--- src/rtl/xs_pkg.sv ---
package xs_pkg;

  typedef enum logic [1:0] {
    ST_IDLE  = 2'd0,
    ST_OFFER = 2'd1,
    ST_WAIT  = 2'd2
  } xs_state_t;

  // Read codes; the write code of each size is one higher.
  localparam logic [2:0] CODE_HALF  = 3'd0;
  localparam logic [2:0] CODE_WORD  = 3'd2;
  localparam logic [2:0] CODE_BURST = 3'd4;

  localparam int CMD_W = 8;

endpackage

--- src/rtl/xs_req_check.sv ---
module xs_req_check #(
  parameter int AW  = 32,
  parameter int LW  = 16,
  localparam int TLW = LW + 1
) (
  input  logic           write_i,
  input  logic [AW-1:0]  addr_i,
  input  logic [LW-1:0]  len_i,
  output logic           legal_o,
  output logic [TLW-1:0] total_o
);

  logic addr_odd;
  logic len_odd;
  logic len_zero;

  always_comb begin
    addr_odd = addr_i[0];
    len_odd  = len_i[0];
    len_zero = (len_i == '0);
    // Reads must be even in both address and length; writes only in address.
    legal_o  = !addr_odd && !len_zero && (write_i || !len_odd);
    // Odd writes carry one zero pad byte.
    total_o  = {1'b0, len_i} + {{(TLW-1){1'b0}}, (write_i & len_odd)};
  end

endmodule

--- src/rtl/xs_cmd_sel.sv ---
module xs_cmd_sel
  import xs_pkg::*;
#(
  parameter int TLW       = 17,
  parameter int BURST_MAX = 240,
  localparam int FLW      = $clog2(BURST_MAX + 1)
) (
  input  logic [2:0]     align_i,
  input  logic [TLW-1:0] remain_i,
  input  logic           write_i,
  output logic [2:0]     code_o,
  output logic [FLW-1:0] len_o
);

  localparam logic [TLW-1:0] REM_TWO = TLW'(2);
  localparam logic [TLW-1:0] REM_SIX = TLW'(6);
  localparam logic [TLW-1:0] CAP     = TLW'(BURST_MAX);

  logic           pick_half;
  logic           pick_word;
  logic [TLW-1:0] rounded;
  logic [TLW-1:0] burst_len;
  logic [2:0]     base_code;

  always_comb begin
    pick_half = (align_i == 3'd2) || (align_i == 3'd6) || (remain_i == REM_TWO);
    pick_word = (align_i == 3'd4) || (remain_i <= REM_SIX);
    rounded   = {remain_i[TLW-1:3], 3'b000};
    burst_len = (rounded > CAP) ? CAP : rounded;
    if (pick_half) begin
      base_code = CODE_HALF;
      len_o     = FLW'(2);
    end else if (pick_word) begin
      base_code = CODE_WORD;
      len_o     = FLW'(4);
    end else begin
      base_code = CODE_BURST;
      len_o     = burst_len[FLW-1:0];
    end
    code_o = base_code | {2'b00, write_i};
  end

endmodule

--- src/rtl/xfer_split_seq.sv ---
module xfer_split_seq
  import xs_pkg::*;
#(
  parameter int AW        = 32,
  parameter int LW        = 16,
  parameter int BURST_MAX = 240,
  localparam int FLW      = $clog2(BURST_MAX + 1),
  localparam int TLW      = LW + 1
) (
  input  logic              clk,
  input  logic              rst_n,
  input  logic              req_valid,
  input  logic              req_write,
  input  logic [AW-1:0]     req_addr,
  input  logic [LW-1:0]     req_len,
  output logic              req_ready,
  output logic              req_error,
  output logic              frm_valid,
  input  logic              frm_ready,
  output logic [CMD_W-1:0]  frm_cmd,
  output logic [AW-1:0]     frm_addr,
  output logic [FLW-1:0]    frm_len,
  input  logic              frm_done,
  output logic              xfer_complete
);

  xs_state_t      state_q, state_d;
  logic [AW-1:0]  addr_q, addr_d;
  logic [TLW-1:0] remain_q, remain_d;
  logic           write_q, write_d;
  logic           err_q, err_d;
  logic           cmp_q, cmp_d;
  logic           data_en;

  logic           req_legal;
  logic [TLW-1:0] req_total;
  logic [2:0]     sel_code;
  logic [FLW-1:0] sel_len;
  logic [TLW-1:0] sel_len_ext;
  logic           last_frame;

  xs_req_check #(.AW(AW), .LW(LW)) u_check (
    .write_i (req_write),
    .addr_i  (req_addr),
    .len_i   (req_len),
    .legal_o (req_legal),
    .total_o (req_total)
  );

  xs_cmd_sel #(.TLW(TLW), .BURST_MAX(BURST_MAX)) u_sel (
    .align_i  (addr_q[2:0]),
    .remain_i (remain_q),
    .write_i  (write_q),
    .code_o   (sel_code),
    .len_o    (sel_len)
  );

  assign sel_len_ext = {{(TLW-FLW){1'b0}}, sel_len};
  assign last_frame  = (remain_q == sel_len_ext);

  // Next-state logic
  always_comb begin
    state_d  = state_q;
    addr_d   = addr_q;
    remain_d = remain_q;
    write_d  = write_q;
    err_d    = 1'b0;
    cmp_d    = 1'b0;
    data_en  = 1'b0;
    unique case (state_q)
      ST_IDLE: begin
        if (req_valid) begin
          if (req_legal) begin
            data_en  = 1'b1;
            addr_d   = req_addr;
            remain_d = req_total;
            write_d  = req_write;
            state_d  = ST_OFFER;
          end else begin
            err_d = 1'b1;
          end
        end
      end
      ST_OFFER: begin
        if (frm_ready) state_d = ST_WAIT;
      end
      ST_WAIT: begin
        if (frm_done) begin
          data_en  = 1'b1;
          addr_d   = addr_q + {{(AW-FLW){1'b0}}, sel_len};
          remain_d = remain_q - sel_len_ext;
          if (last_frame) begin
            cmp_d   = 1'b1;
            state_d = ST_IDLE;
          end else begin
            state_d = ST_OFFER;
          end
        end
      end
      default: state_d = ST_IDLE;
    endcase
  end

  // Control registers
  always_ff @(posedge clk or negedge rst_n) begin
    if (!rst_n) begin
      state_q <= ST_IDLE;
      err_q   <= 1'b0;
      cmp_q   <= 1'b0;
    end else begin
      state_q <= state_d;
      err_q   <= err_d;
      cmp_q   <= cmp_d;
    end
  end

  // Data registers with explicit enable
  always_ff @(posedge clk or negedge rst_n) begin
    if (!rst_n) begin
      addr_q   <= '0;
      remain_q <= '0;
      write_q  <= 1'b0;
    end else if (data_en) begin
      addr_q   <= addr_d;
      remain_q <= remain_d;
      write_q  <= write_d;
    end
  end

  assign req_ready     = (state_q == ST_IDLE);
  assign req_error     = err_q;
  assign frm_valid     = (state_q == ST_OFFER);
  assign frm_cmd       = {{(CMD_W-3){1'b0}}, sel_code};
  assign frm_addr      = addr_q;
  assign frm_len       = sel_len;
  assign xfer_complete = cmp_q;

endmodule

--- config.mk ---
export PLATFORM = sky130hd
export DESIGN_NAME = xfer_split_seq
export DESIGN_NICKNAME = d
export VERILOG_FILES = /design/src/rtl/xs_pkg.sv /design/src/rtl/xs_req_check.sv /design/src/rtl/xs_cmd_sel.sv /design/src/rtl/xfer_split_seq.sv
export SDC_FILE = /design/constraint.sdc
export NUM_CORES = 1
export LEC_CHECK = 0
export BUFFER_PORTS_ARGS = -buffer_cell sky130_fd_sc_hd__clkbuf_2
export CORE_ASPECT_RATIO = 1.25
export CORE_MARGIN = 3
export CORE_UTILIZATION = 45
export CTS_BUF_LIST = sky130_fd_sc_hd__clkbuf_4
export CTS_CLUSTER_SIZE = 20
export DETAILED_ROUTE_END_ITERATION = 10
export PLACE_DENSITY = 0.73
export SLEW_MARGIN = 5
export SYNTH_ARGS = -nofsm -noshare
export SYNTH_HDL_FRONTEND = slang
export SYNTH_SLANG_ARGS = --single-unit
export TNS_END_PERCENT = 20
--- constraint.sdc ---
create_clock -name clk -period 4.05 [get_ports clk]
set_input_delay 0.405 -clock clk [delete_from_list [all_inputs] [get_ports clk]]
set_output_delay 0.405 -clock clk [all_outputs]
set_load 0.03 [all_outputs]
==> impl_metrics.env <==
export IMPL_dp_hpwl_microns=10500
export IMPL_grt_setup_unrepaired="yes"
export IMPL_finalCoreUtilization_pct=55.3
export IMPL_post_synth_top_area_fraction_pct=30.6
export IMPL_cpMaxStageDelayCell="or4_1"
export IMPL_core_rowCount=39
export IMPL_floorplan_io_pins=106
export IMPL_timing_hold_ws_ns=0.228
export IMPL_finalCritPeriodShare_pct=96.9
export IMPL_antenna_violations_before_repair=0
export IMPL_cp_start_kind="flop"
export IMPL_grt_pass1_vias=4631
export IMPL_ys_ff_latch=54
export IMPL_finalWorstSetupSlack_ns=0.124
export IMPL_post_drt_antenna_nets=0
export IMPL_most_used_flip_flop_cell_after_synthesis="dfrtp_1"
export IMPL_finalMaxSlewViolations=0
export IMPL_dieWidth_microns=94.6
export IMPL_period_minus_slack_ns=3.93
export IMPL_globalplace_congestion=0.946
export IMPL_number_of_buffers_added_on_ports=99
export IMPL_area_delta_synth_final_pct=17.5
export IMPL_synth_seq_area_share_pct=30.6
export IMPL_clockRootBuffer="clkbuf_4"
export IMPL_slew_limit_headroom_pct=45.3
export IMPL_synth_enable_flop_cells=0
export IMPL_htreeDepth=2
export IMPL_number_of_distinct_library_cells_after_synthesis=66
export IMPL_asyncSetResetFlopFracSynth_pct=100
export IMPL_floorplan_core_area_sq_mm=0.00937
export IMPL_drtIter0Drc=432
export IMPL_critical_path_endpoint_type="flop"
export IMPL_critPathKind="flop to flop"
export IMPL_layout_drive_gt1_share_pct=23.2
export IMPL_drc=0
export IMPL_synth_cells=551
export IMPL_layout_cells_most_common="clkbuf_2"
export IMPL_worstPathCellList="or4_1 -> or4_4 -> nor3_4 -> inv_1 -> o41ai_2 -> ha_2 -> fa_2 -> a211oi_2 -> o211ai_1 -> buf_4 -> or3b_2 -> o22a_1 -> o21a_1"
export IMPL_post_drt_wl_per_cell_microns=18.5
export IMPL_clockBufferDepth=2
export IMPL_outcome="finished, final reports clean"
export IMPL_final_hold_viol_count=0
export IMPL_numCtsBuffers=5
export IMPL_grt_overflow=0
export IMPL_wl_microns=14100
export IMPL_cts_sinks=54
export IMPL_gr_usage_all_layers_pct=25.9
export IMPL_dr_total_vias=4809
export IMPL_post_place_ws_ns=0.0818
export IMPL_cellPowerDensity_mw_per_mm2=862
export IMPL_synthesis_yosys_warnings=0
export IMPL_drtPass1Iterations=5
export IMPL_power_leakage_uw=0.00217
export IMPL_start_util_pct=47.1
export IMPL_critPathArrivalTime_ns=4.21
export IMPL_slowest_delay_ns=0.53
export IMPL_filler_cell_count=901
export IMPL_worst_path_max_fanout=13
export IMPL_finish_net_count=711
export IMPL_layout_cells_most_common_list="99 x clkbuf_2, 53 x dfrtp_1, 48 x nand2_1"
export IMPL_ys_top_cells_by_area="dfrtp_1 31%, a21oi_1 4.9%, ha_1 4.3%, nand2_1 4.1%, nor2_1 3.6%"
export IMPL_grt_start_max_net_pins=51
export IMPL_syn_area_sq_mm=0.00441
export IMPL_tritoncts="built"
export IMPL_clkLatencyLatePin_ns=0.38
export IMPL_design_die_area_sq_mm=0.0110
export IMPL_critical_path_required_ns=4.34
export IMPL_power_ir_vdd_worst_mv=0.425
export IMPL_drv_cap=0
export IMPL_clk_pin_slew_worst_paths_ns=0.17
export IMPL_first_pass_grt_wire_length_microns=22700
export IMPL_die_height_microns=117
export IMPL_setup_viol=0
export IMPL_max_freq_mhz=255
export IMPL_hp_class="input port to flop"
export IMPL_via_per_inst=6.29
export IMPL_setup_tns_final_ns=0
export IMPL_antenna_cells=0
export IMPL_yosysTopAreaCell="dfrtp_1"
export IMPL_tightest_slew_ns=0.813
export IMPL_mapped_avg_cell_area_sq_um=8.01
export IMPL_clock_skew_final_ns=0.0114
report_power, final:
group / leakage, uW / total, uW / internal [uW] / switching (uW)
sequential: 0.000634 / 1150 / 782 / 369
combinational: 0.00149 / 2990 / 1080 / 1920
clock: 0.0000419 / 323 / 137 / 186
cells by family after synthesis:
group / count (synthesis) / synth area share (%)
AND/OR/NAND/NOR: 234 / 28.2
multiplexers: 4 / 0.936
other: 1 / 0.0850
buffers and inverters: 56 / 5.96
XOR/XNOR: 20 / 3.97
AO/OA/AOI/OAI: 165 / 25.1
adder cells (fa/ha/maj): 17 / 5.16
flip-flops: 54 / 30.6
timing repair:
action | 4_1_cts | 5_1_grt
setup buffers | 0 | 4
setup endpoints to repair | 0 | 26
endpoints found under the hold margin | 14 | 0
hold buffers | 1 | 0
resized for setup | 0 | 12
flip-flops by register name, summed over array words and instances (netlist names):
signal,cells
state_q,2
write_q,1
req_error,1
xfer_complete,1
frm_addr,32
remain_q,17
area by class of cell:
| class | count | area, sq um | share of cell area [%] |
|---|---|---|---|
| multi-input combinational | 446 | 2880 | 55.6 |
| tap | 123 | 154 | 2.97 |
| timing repair buffer | 119 | 661 | 12.7 |
| sequential | 54 | 1350 | 26.1 |
| clock inverter | 2 | 37.5 | 0.724 |
| clock buffer | 6 | 45.0 | 0.869 |
| inverter | 14 | 52.6 | 1.01 |
per-layer routing:
| metal | vias to the layer above | part of all wire, % | global-route usage (%) |
|---|---|---|---|
| li1 | 2254 | - | - |
| met1 | 2269 | 40 | 32.4 |
| met2 | 247 | 50 | 45.3 |
| met3 | 39 | 7.3 | 3.67 |
| met4 | 0 | 3.6 | 9.82 |
| met5 | - | 0 | 0 |
critical path: cells and delay by family, from the launching register on:
family                     cells  cell delay [ns]
adders and majority gates      2             0.53
DFF                            1             0.44
AOI/OAI and AO/OA              5             0.82
buffers and inverters          2             0.32
and+or+nand+nor                4             1.71
path summary, 6_finish.rpt:
check                      cells after the start  slack, ns            to          from
max reg2reg                                   13       0.12  frm_addr[25]  remain_q[10]
min in group asynchronous                      2       0.51   remain_q[6]         rst_n
min reg2reg                                    1       0.53       write_q       write_q
max in group asynchronous                      3       2.66   remain_q[8]         rst_n
min                                            3       0.23     req_error     req_valid
max                                           13       0.12  frm_addr[25]  remain_q[10]
through the flow:
| stage | power, uW | cell area, sq um | std cells |
|---|---|---|---|
| 3_3_place_gp | 3990 | 5010 | 751 |
| 3_5_place_dp | 4040 | 5010 | 751 |
| 6_report | 4470 | 5180 | 764 |
| 4_1_cts | 4380 | 5110 | 760 |
| 5_1_grt | 4800 | 5180 | 764 |
| 2_1_floorplan | 3210 | 4440 | 556 |
Yosys cell counts, types with 9 or more instances:
cell      instances
buf_4             9
a211oi_1         10
a21oi_1          43
nand2b_1         12
inv_1            14
o211ai_1          9
nand4_1          22
nor2_1           42
dfrtp_1          54
nand3_1          26
nor3_1           15
ha_1             15
a31oi_1          13
xor2_1           13
nand2_1          48
nor4_1           20
o21ai_0          25
clkbuf_1         26
No activity file was read; power rests on OpenSTA's default activity.
